$ cat src/rtl/cond_trap_pkg.sv
package cond_trap_pkg;

    localparam int unsigned NUM_COND = 5;
    localparam int unsigned CODE_W   = 4;

    localparam logic [CODE_W-1:0] CLASS_PROGRAM = 4'h6;
    localparam logic [CODE_W-1:0] SUBTYPE_TRAP  = 4'h1;
    localparam logic [CODE_W-1:0] CODE_NONE     = '0;

    // Field order matches the mask bit positions (slt is bit 4).
    typedef struct packed {
        logic slt;
        logic sgt;
        logic eq;
        logic ult;
        logic ugt;
    } rel_t;

    typedef enum logic [0:0] {
        ST_IDLE = 1'b0,
        ST_FIRE = 1'b1
    } trap_state_e;

endpackage

$ cat src/rtl/cond_trap_relate.sv
module cond_trap_relate
    import cond_trap_pkg::*;
#(
    parameter int unsigned XLEN = 64,
    parameter int unsigned WLEN = 32
) (
    input  logic            clk,
    input  logic            rst_n,
    input  logic            dword,
    input  logic [XLEN-1:0] a,
    input  logic [XLEN-1:0] b,
    output rel_t            rel
);
    localparam int unsigned EXT = XLEN - WLEN;

    logic [XLEN-1:0] a_sx, b_sx, a_zx, b_zx;

    // Word mode: sign-extend for the signed relations, zero-extend for the
    // unsigned ones. Both keep only the low WLEN bits.
    always_comb begin
        if (dword) begin
            a_sx = a;
            b_sx = b;
            a_zx = a;
            b_zx = b;
        end else begin
            a_sx = {{EXT{a[WLEN-1]}}, a[WLEN-1:0]};
            b_sx = {{EXT{b[WLEN-1]}}, b[WLEN-1:0]};
            a_zx = {{EXT{1'b0}}, a[WLEN-1:0]};
            b_zx = {{EXT{1'b0}}, b[WLEN-1:0]};
        end
    end

    always_comb begin
        rel.slt = $signed(a_sx) < $signed(b_sx);
        rel.sgt = $signed(a_sx) > $signed(b_sx);
        rel.eq  = a_zx == b_zx;
        rel.ult = a_zx < b_zx;
        rel.ugt = a_zx > b_zx;
    end

    // exactly one signed ordering holds
    signed_trichotomy_chk: assert property (@(posedge clk) disable iff (!rst_n)
        $countones({rel.slt, rel.eq, rel.sgt}) == 1);

    // exactly one unsigned ordering holds
    unsigned_trichotomy_chk: assert property (@(posedge clk) disable iff (!rst_n)
        $countones({rel.ult, rel.eq, rel.ugt}) == 1);

    // in word mode, equal low halves give equality whatever the upper halves hold
    word_eq_chk: assert property (@(posedge clk) disable iff (!rst_n)
        (!dword && a[WLEN-1:0] == b[WLEN-1:0]) |-> rel.eq);

endmodule

$ cat src/rtl/cond_trap_select.sv
module cond_trap_select
    import cond_trap_pkg::*;
(
    input  rel_t                mask,
    input  rel_t                rel,
    output logic [NUM_COND-1:0] hits,
    output logic                any_hit
);
    logic [NUM_COND-1:0] mask_v, rel_v;

    assign mask_v = mask;
    assign rel_v  = rel;

    for (genvar g = 0; g < NUM_COND; g++) begin : g_gate
        assign hits[g] = mask_v[g] & rel_v[g];
    end

    assign any_hit = |hits;

endmodule

$ cat src/rtl/cond_trap_seq.sv
module cond_trap_seq
    import cond_trap_pkg::*;
(
    input  logic              clk,
    input  logic              rst_n,
    input  logic              strobe,
    input  logic              hit,
    output logic              pulse,
    output logic [CODE_W-1:0] cls,
    output logic [CODE_W-1:0] sub
);
    trap_state_e state_q, state_d;

    always_comb begin
        state_d = state_q;
        unique case (state_q)
            ST_IDLE: state_d = (strobe && hit) ? ST_FIRE : ST_IDLE; // take / hold
            ST_FIRE: state_d = (strobe && hit) ? ST_FIRE : ST_IDLE; // retake / drop
            default: state_d = ST_IDLE;
        endcase
    end

    always_ff @(posedge clk or negedge rst_n) begin
        if (!rst_n) state_q <= ST_IDLE;
        else        state_q <= state_d;
    end

    always_comb begin
        unique case (state_q)
            ST_FIRE: begin
                pulse = 1'b1;
                cls   = CLASS_PROGRAM;
                sub   = SUBTYPE_TRAP;
            end
            default: begin
                pulse = 1'b0;
                cls   = CODE_NONE;
                sub   = CODE_NONE;
            end
        endcase
    end

    // a pulse only follows a strobe in the previous cycle
    pulse_follows_strobe_chk: assert property (@(posedge clk) disable iff (!rst_n)
        pulse |-> $past(strobe));

    // without a strobe, a shown pulse drops after one cycle
    pulse_one_cycle_chk: assert property (@(posedge clk) disable iff (!rst_n)
        (pulse && !strobe) |=> !pulse);

    // codes are present exactly while the pulse is shown
    code_match_chk: assert property (@(posedge clk) disable iff (!rst_n)
        pulse ? (cls == CLASS_PROGRAM && sub == SUBTYPE_TRAP)
              : (cls == CODE_NONE && sub == CODE_NONE));

endmodule

$ cat src/rtl/cond_trap_unit.sv
module cond_trap_unit
    import cond_trap_pkg::*;
#(
    parameter int unsigned XLEN = 64,
    parameter int unsigned WLEN = 32
) (
    input  logic              clk,
    input  logic              rst_n,
    input  logic              op_valid,
    input  logic              op_dword,
    input  logic [XLEN-1:0]   op_a,
    input  logic [XLEN-1:0]   op_b,
    input  logic [NUM_COND-1:0] cond_mask,
    output logic              trap_pulse,
    output logic [CODE_W-1:0] trap_class,
    output logic [CODE_W-1:0] trap_subtype
);
    rel_t                rel;
    rel_t                mask_s;
    logic [NUM_COND-1:0] hits;
    logic                any_hit;

    assign mask_s = cond_mask;

    cond_trap_relate #(.XLEN(XLEN), .WLEN(WLEN)) u_relate (
        .clk   (clk),
        .rst_n (rst_n),
        .dword (op_dword),
        .a     (op_a),
        .b     (op_b),
        .rel   (rel)
    );

    cond_trap_select u_select (
        .mask    (mask_s),
        .rel     (rel),
        .hits    (hits),
        .any_hit (any_hit)
    );

    cond_trap_seq u_seq (
        .clk    (clk),
        .rst_n  (rst_n),
        .strobe (op_valid),
        .hit    (any_hit),
        .pulse  (trap_pulse),
        .cls    (trap_class),
        .sub    (trap_subtype)
    );

    // a strobe with an empty mask never produces a pulse
    zero_mask_chk: assert property (@(posedge clk) disable iff (!rst_n)
        (op_valid && cond_mask == '0) |=> !trap_pulse);

    // equal operands hit through the equality term alone
    eq_only_chk: assert property (@(posedge clk) disable iff (!rst_n)
        (op_valid && op_a == op_b) |-> (hits == (cond_mask & 5'b00100)));

    // a strobe with any gated hit produces a pulse on the next cycle
    hit_pulse_chk: assert property (@(posedge clk) disable iff (!rst_n)
        (op_valid && hits != '0) |=> trap_pulse);

endmodule

$ cat config.mk
export PLATFORM = sky130hd
export DESIGN_NAME = cond_trap_unit
export DESIGN_NICKNAME = d
export VERILOG_FILES = /design/src/rtl/cond_trap_pkg.sv /design/src/rtl/cond_trap_relate.sv /design/src/rtl/cond_trap_select.sv /design/src/rtl/cond_trap_seq.sv /design/src/rtl/cond_trap_unit.sv
export SDC_FILE = /design/constraint.sdc
export NUM_CORES = 1
export LEC_CHECK = 0
export BUFFER_PORTS_ARGS = -buffer_cell sky130_fd_sc_hd__buf_2
export CAP_MARGIN = 5
export CORE_ASPECT_RATIO = 1.5
export CORE_MARGIN = 1.5
export CORE_UTILIZATION = 25
export CTS_CLUSTER_DIAMETER = 80
export DETAILED_ROUTE_END_ITERATION = 7
export SYNTH_ARGS = -nofsm -noshare
export SYNTH_HDL_FRONTEND = slang
export SYNTH_SLANG_ARGS = --single-unit
$ cat constraint.sdc
create_clock -name clk -period 1.5 [get_ports clk]
set_input_delay 0.3 -clock clk [delete_from_list [all_inputs] [get_ports clk]]
set_output_delay 0.3 -clock clk [all_outputs]
set_load 0.01 [all_outputs]
; ---- Word-level counts from Yosys, hierarchy flattened
; Cells that the tools add are included.
[word_totals]
ramBits = 0
wordCells = 21
reg_bits = 1
latchBits = 0
inputBits = 137
n_memories = 0
out_inout_bits = 9
mem_bits_ro = 0
[classes]
shifts = 0
div = 0
magnitude_cmp = 4
bitwise = 5
n_mux = 8
multipliers = 0
eq_ne = 1
add_sub_neg = 0
n_reduce_logical = 2
[op_table]
columns = op, n
row1 = 2-to-1 mux 64 bit, 4
row2 = greater-than comparator 64 bit, 2
row3 = less-than comparator 64 bit, 2
row4 = equality test 64 bit, 1
row5 = bitwise AND 1 bit, 5
row6 = OR reduction 5 bit, 1
row7 = 2-to-1 mux 1 bit, 3
row8 = 2-to-1 mux 3 bit, 1
row9 = logical AND 1 bit, 1

; ---- Depth between registers and ports, before layout
; Gate-level depths: netlist (run 1).
[depth]
word_depth = 6
mapped_depth = 13
mapped_depth_nobuf = 12

; ---- Hierarchy
; Synthesis (run 1) repeated with hierarchy kept, for this count alone.
[hier_totals]
cells_unflattened = 455
area_unflattened_um2 = 3139.3
[by_module_without_submodules]
columns = module, cells_each, area_each_um2, seq_area_each_um2, n_inst
row1 = cond_trap_relate, 437, 2994.1, 0.0, 1
row2 = cond_trap_seq, 11, 95.1, 25.0, 1
row3 = cond_trap_select, 7, 50.0, 0.0, 1

; ---- Worst setup path before layout (run 1)
; No wires, ideal clock.
[synth_path]
path_kind = input port to flip-flop
startpoint = input port op_dword
endpoint = register u_seq.state_q
cell_stages = 12
t_required_ps = 1373
t_arrival_ps = 2757
path_buffers = 2
setup_ps = 127
path_slack_ps = -1384
path_cell_list = clkbuf_1 clkbuf_1 a21oi_1 ha_1 a21oi_2 o21ai_1 a221o_1 a211o_1 a2111oi_4 a22o_1 and3_1 a21boi_2
[synth_via]
elab_chain_len = 6
elab_cells_between_ends = 17
classes_between = order compare (4) / eq/ne (1) / mux (5) / bitwise (5) / reduce/logical (2)
[synth_rtl]
columns = element, line_no
row1 = start: declaration, cond_trap_unit.sv:10  ; input logic op_dword,
row2 = 2-to-1 mux 64 bit, cond_trap_relate.sv:21  ; if (dword) begin
row3 = greater-than comparator 64 bit (tied with other cells), cond_trap_relate.sv:39  ; rel.ugt = a_zx > b_zx;
row4 = bitwise AND 1 bit, cond_trap_select.sv:15  ; assign hits[g] = mask_v[g] & rel_v[g];
row5 = OR reduction 5 bit (*), cond_trap_select.sv:18  ; assign any_hit = |hits;
row6 = logical AND 1 bit (*), "cond_trap_seq.sv:17, cond_trap_seq.sv:18"
row7 = 2-to-1 mux 1 bit (*), "cond_trap_seq.sv:17, cond_trap_seq.sv:18"
row8 = via u_seq.state_d, cond_trap_seq.sv:12  ; trap_state_e state_q, state_d;
row9 = end signal: assignment, cond_trap_seq.sv:25  ; else state_q <= state_d;
row10 = end: declaration, cond_trap_seq.sv:12
; Mark *: on every way through the listed nets, which the timed path passes. The rest lies on a longest branch.

; ---- Final worst setup path (run 1)
; Ends and elaborated chain as after synthesis.

==> reports/qor.csv, run 1 <==
metric,value,unit
synthTopCellsByArea,"ha_1 (39%), a21oi_1 (11%), nand2b_1 (7.2%)",
status,"complete, but fails checks",
largest_register_ff_count,1,
synthCells,452,
drt_pass1_iterations,4,
syn_area,0.00312,mm²
regMostFlops,u_seq.state_q,
final_area,0.00485,mm²
p_int,0.826,mW
worstHoldPathType,in -> async,
wl_per_cell,13.4,µm
vdd_drop_max,0.000159,V
synth_seq_area_share,0.803,%
required,1370,ps
die_h,140,µm
clk_pin_slew,0,ps
coreArea,0.0121,mm²
io_pins,146,
yosysUniqueCellTypes,35,
top_regs,u_seq.state_q: 1 flops,
io_buffers,140,
place_area,0.00454,mm²
start_kind,input pin,
drt-initial-drc-count,88,
setup_ws,-1360,ps
drive_gt1_share,40.7,%
cap_violations,0,
crit_type,in -> reg,
antenna_left,0,
grt_setup_unrepaired,yes,
synth-seq-cells,1,
drc,0,
dpl.hpwl,9070,µm
drt-total-wl,10700,µm
violations,setup timing,
power_frac_clock,0,%
overflow,0,
cp_max_fo,7,
power.total,1.54,mW
switching_share,46.5,%
cp-endpoint,u_seq.state_q$_DFF_PN0_,
ctsHoldBuffers,0,
fmax,0.350,GHz
die_area,0.0132,mm²
fillCellCount,1231,
grt_pass1_vias,4062,
vias,3895,
gp_congestion,0.831,
nets,876,
place_ws,-1510,ps
syn_to_final_growth,55.6,%
hold-worst-slack,75.3,ps
grt_max_degree,19,
p_comb_share,97.6,%
seqPwrFrac,2.4,%
track_usage,15.9,%
timing.final.crit_share,191,%
vias_per_cell,4.88,
die_x,94.2,µm
leakage,2.61,nW
final_max_slew_viol_count,0,
avgSynthCellArea,6.90,µm²
cp-end-kind,register,
place_inst,788,
antenna_found_initial,4,
start_util,25.8,%
grt_pass1_wl,17300,µm
worst_pin_slew,535,ps
yosys.area.top_type,ha_1,
synth_top_area_share,38.5,%
slew-limit-headroom,64.0,%
p_switching,0.717,mW
layout.cells.non_filler,798,
fin_crit,2860,ps
hold_violations,0,
arrival,2730,ps
finalSetupViolCount,1,
num_rows,49,
p_per_area,318,mW/mm²
ys_warn_count,0,
startpoint,op_dword,
[synth_stat cells, drive strengths merged]
cell / count
o21ai: 16
nand2b: 36
a31oi: 1
a211oi: 5
o31ai: 1
nor4: 5
clkbuf: 16
inv: 37
a21oi: 69
dfrtp: 1
nor3: 2
nor2: 12
nand4: 19
and3: 2
o211ai: 1
a221o: 1
nor2b: 2
o21bai: 2
conb: 1
buf: 8
a21boi: 1
nand3: 12
a211o: 1
a22o: 1
or4: 1
a2111oi: 1
a21o: 7
nand2: 57
and2: 32
and4: 1
ha: 96
a221oi: 5
[power groups by stage]
stage	Clock, mW	Combinational, mW	Sequential [mW]
3_5_place_dp	0	1.36	0.0373
3_3_place_gp	0	1.32	0.0373
6_report	0.00000205	1.51	0.0369
4_1_cts	0	1.47	0.0373
5_1_grt	0.000000268	1.69	0.0376
2_1_floorplan	0	0.822	0.0373
[cells in the final DEF, fill, tap and decap left out, types with 6 or more instances in the layout]
cell / count
a21oi_2: 14
nand2b_4: 6
buf_2: 139
nand3_1: 11
o21ai_0: 13
and2_1: 24
a21o_1: 7
and2_4: 8
nand2_1: 56
nor2_1: 11
nand4_1: 19
inv_1: 36
buf_4: 60
nand2b_1: 30
ha_1: 89
a21oi_1: 53
ha_4: 7
[through the flow]
step                      util, %  TNS (ps)
final                        40.2     -1360
after global routing         40.2     -1470
after CTS                    39.4     -1330
after detailed placement     37.6     -1510
after global placement       37.6     -1480
after floorplan                 -     -1060
[routing by layer]
metal	up-vias	routed length (µm)	global-route usage, %
met5	-	0	0
li1	1985	-	-
met4	0	323	4.95
met3	18	435	1.37
met1	1781	4050	16.9
met2	111	5850	31.7
[kinds of logic (layout without fill, tap and decap cells)]
family / Yosys count / after routing / synth area share, %
buffers and inverters: 61 / 246 / 8.31
adder cells (fa/ha/maj): 96 / 96 / 38.5
other: 1 / 9 / 0.120
AND/OR/NAND/NOR: 181 / 181 / 30.8
AO/OA/AOI/OAI: 112 / 112 / 21.5
flip-flops: 1 / 1 / 0.803
[timing repair]
item,in CTS,in global routing
resized for setup,21,14
buffers inserted,3,0
setup endpoints to repair,1,1
pin swaps,16,11
cloned,3,0
[worst min path at each step]
stage | start | endpoint | slack (ps)
2_1_floorplan | rst_n | u_seq.state_q$_DFF_PN0_ | 4
3_3_place_gp | rst_n | u_seq.state_q$_DFF_PN0_ | 80
3_5_place_dp | rst_n | u_seq.state_q$_DFF_PN0_ | 80
4_1_cts | rst_n | u_seq.state_q$_DFF_PN0_ | 80
5_1_grt | rst_n | u_seq.state_q$_DFF_PN0_ | 80
6_report | rst_n | u_seq.state_q$_DFF_PN0_ | 80
[layout make-up]
cell class	instances	area (µm²)	share of cell area, %
multi-input cells	394	3130	64.5
repair buffers	209	1360	28.0
flip-flops and latches	1	25.0	0.516
diodes	4	10.0	0.206
inverters	37	139	2.86
well taps	153	191	3.95
[critical path, stage by stage]
cell and delay (ps):
buf_12 130, buf_12 130, and2_4 130, nand2b_4 140
ha_4 240, a21oi_2 120, o21ai_1 80, a221o_1 340
a211o_1 270, a2111oi_4 400, a22o_1 200, and3_4 180
a21boi_2 40
Note: power is estimated with default switching activity, not from simulation.
==> run 2, diff against run 1 <==
PLACE_DENSITY = 0.45   (was unset)
RECOVER_POWER = 25   (was unset)
==> run 2 against run 1 <==
Against the previous run:
- the run still ends with setup timing left
- routed wire length shrank 1.6%
- sequential power is 1% lower
- critical path type unchanged
- via count decreased by 3.0%
- combinational power grew 3%
==> reports/qor.csv, run 2 (synthesis gave the netlist of run 1 again) <==
metric,value,unit,change
p_per_area,317,mW/mm²,-0.17%
slew-limit-headroom,64.7,%,+0.69 points
worst_pin_slew,525,ps,-10.2 ps
grt_setup_unrepaired,yes,,
setup_ws,-1340,ps,+17.5 ps
fin_crit,2840,ps,-17.5 ps
cp_max_fo,8,,+1
drt-total-wl,10500,µm,-1.6%
leakage,2.68,nW,+2.7%
hold_violations,0,,unchanged
drt-initial-drc-count,88,,unchanged
die_h,140,µm,unchanged
io_buffers,140,,unchanged
final_max_slew_viol_count,0,,unchanged
overflow,0,,unchanged
worstHoldPathType,in -> async,,
drc,0,,unchanged
violations,setup timing,,
vdd_drop_max,0.0000963,V,-39%
nets,880,,+0.46%
start_util,25.8,%,unchanged
clk_pin_slew,0,ps,unchanged
wl_per_cell,13.1,µm,-1.6%
place_inst,785,,-0.38%
drive_gt1_share,42.5,%,+1.8 points
coreArea,0.0121,mm²,unchanged
syn_to_final_growth,60.7,%,
final_util,41.5,%,+1.3 points
place_ws,-1660,ps,-156 ps
grt_pass1_wl,16800,µm,-3.3%
grt_most_used_layer,met2,,
track_usage,15.4,%,-0.50 points
top_regs,u_seq.state_q: 1 flops,,
grtUsageMet3,1.37,%,unchanged
vias_per_cell,4.74,,-3.0%
final_cell_mix,"buf_2 (139), ha_1 (86), buf_4 (62), nand2_1 (57), a21oi_1 (56)",,
slowest_stage,a2111oi_4,,
grt_pass1_vias,3860,,-5.0%
cp-end-kind,register,,
cpPeakStageDelay,350,ps,-50 ps
largest_register_ff_count,1,,unchanged
status,"complete, but fails checks",,
cap_violations,0,,unchanged
antenna_found_initial,0,,-4
gr-usage-met1,16.7,%,-0.26 points
fillCellCount,1258,,+2.2%
dpl.hpwl,8900,µm,-1.9%
critPathMostFrequentCell,nand2b_4,,
required,1370,ps,about the same
fmax,0.352,GHz,+0.62%
crit_type,in -> reg,,
drt_pass1_iterations,4,,unchanged
timing.final.crit_share,189,%,-1.2 points
vias,3780,,-3.0%
io_pins,146,,unchanged
gp_congestion,0.842,,+1.3%
grt_max_degree,27,,+8
setup_tns,-1340,ps,+17.5 ps
start_kind,input pin,,
cp_cell_sequence,"buf_12, nand2b_4, buf_4, nand2b_4, ha_4, a21oi_2, o21ai_2, a221o_1, a211o_1, a2111oi_4, a22o_1, and3_4, a21boi_2",,
finalSetupViolCount,1,,unchanged
use_met2,32.6,%,+0.87 points
layout.cells.non_filler,798,,unchanged
die_area,0.0132,mm²,unchanged
arrival,2710,ps,-20 ps
antenna_left,0,,unchanged
antenna_cells,0,,-4
num_rows,49,,unchanged
final_common_cell,buf_2,,
hold-worst-slack,75.0,ps,-0.257 ps
die_x,94.2,µm,unchanged
regMostFlops,u_seq.state_q,,
-- run 2: report_power, final --
| part | switching [mW] | internal, mW |
|---|---|---|
| sequential | 0.00472 | 0.0316 |
| combinational | 0.731 | 0.822 |
| clock | 0 | 0 |
| total | 0.736 | 0.854 |
-- run 2: stage by stage --
step,area (µm²),power [mW]
3_5_place_dp,4530,1.39
6_report,5010,1.59
5_1_grt,5010,1.79
3_3_place_gp,4530,1.38
2_1_floorplan,3340,0.860
4_1_cts,4910,1.56
-- run 2: layer usage --
| layer | wire [µm] | share of wire, % |
|---|---|---|
| met1 | 4130 | 39 |
| met2 | 5930 | 57 |
| met3 | 402 | 3.8 |
| met4 | 19 | 0.18 |
| met5 | 0 | 0 |
-- run 2: worst max-delay path, delay by kind of cell --
| kind | cells | cell delay (ps) |
|---|---|---|
| AO/OA/AOI/OAI | 7 | 1430 |
| adder cells (fa/ha/maj) | 1 | 240 |
| buffers and inverters | 2 | 280 |
| AND/OR/NAND/NOR | 3 | 470 |
-- run 2: layout make-up --
cell class	instances	area [µm²]	area share (%)
multi-input cells	394	3230	64.5
repair buffers	213	1420	28.4
well taps	153	191	3.82
inverters	37	139	2.77
flip-flops and latches	1	25.0	0.500
-- run 2: path summary, 6_finish.rpt --
path | startpoint | endpoint | slack, ps | cells past startpoint
min in group clk | op_valid | u_seq.state_q$_DFF_PN0_ | 560 | 2
max | op_dword | u_seq.state_q$_DFF_PN0_ | -1340 | 13
min | rst_n | u_seq.state_q$_DFF_PN0_ | 80 | 1
max in group asynchronous | rst_n | u_seq.state_q$_DFF_PN0_ | 1340 | 1
-- run 2: what timing repair did --
action / 4_1_cts / 5_1_grt
pin swaps: 23 / 5
setup endpoints to repair: 1 / 1
hold buffers: 0 / 0
gates resized for setup: 36 / 11
cloned: 3 / 0
setup buffers: 7 / 3
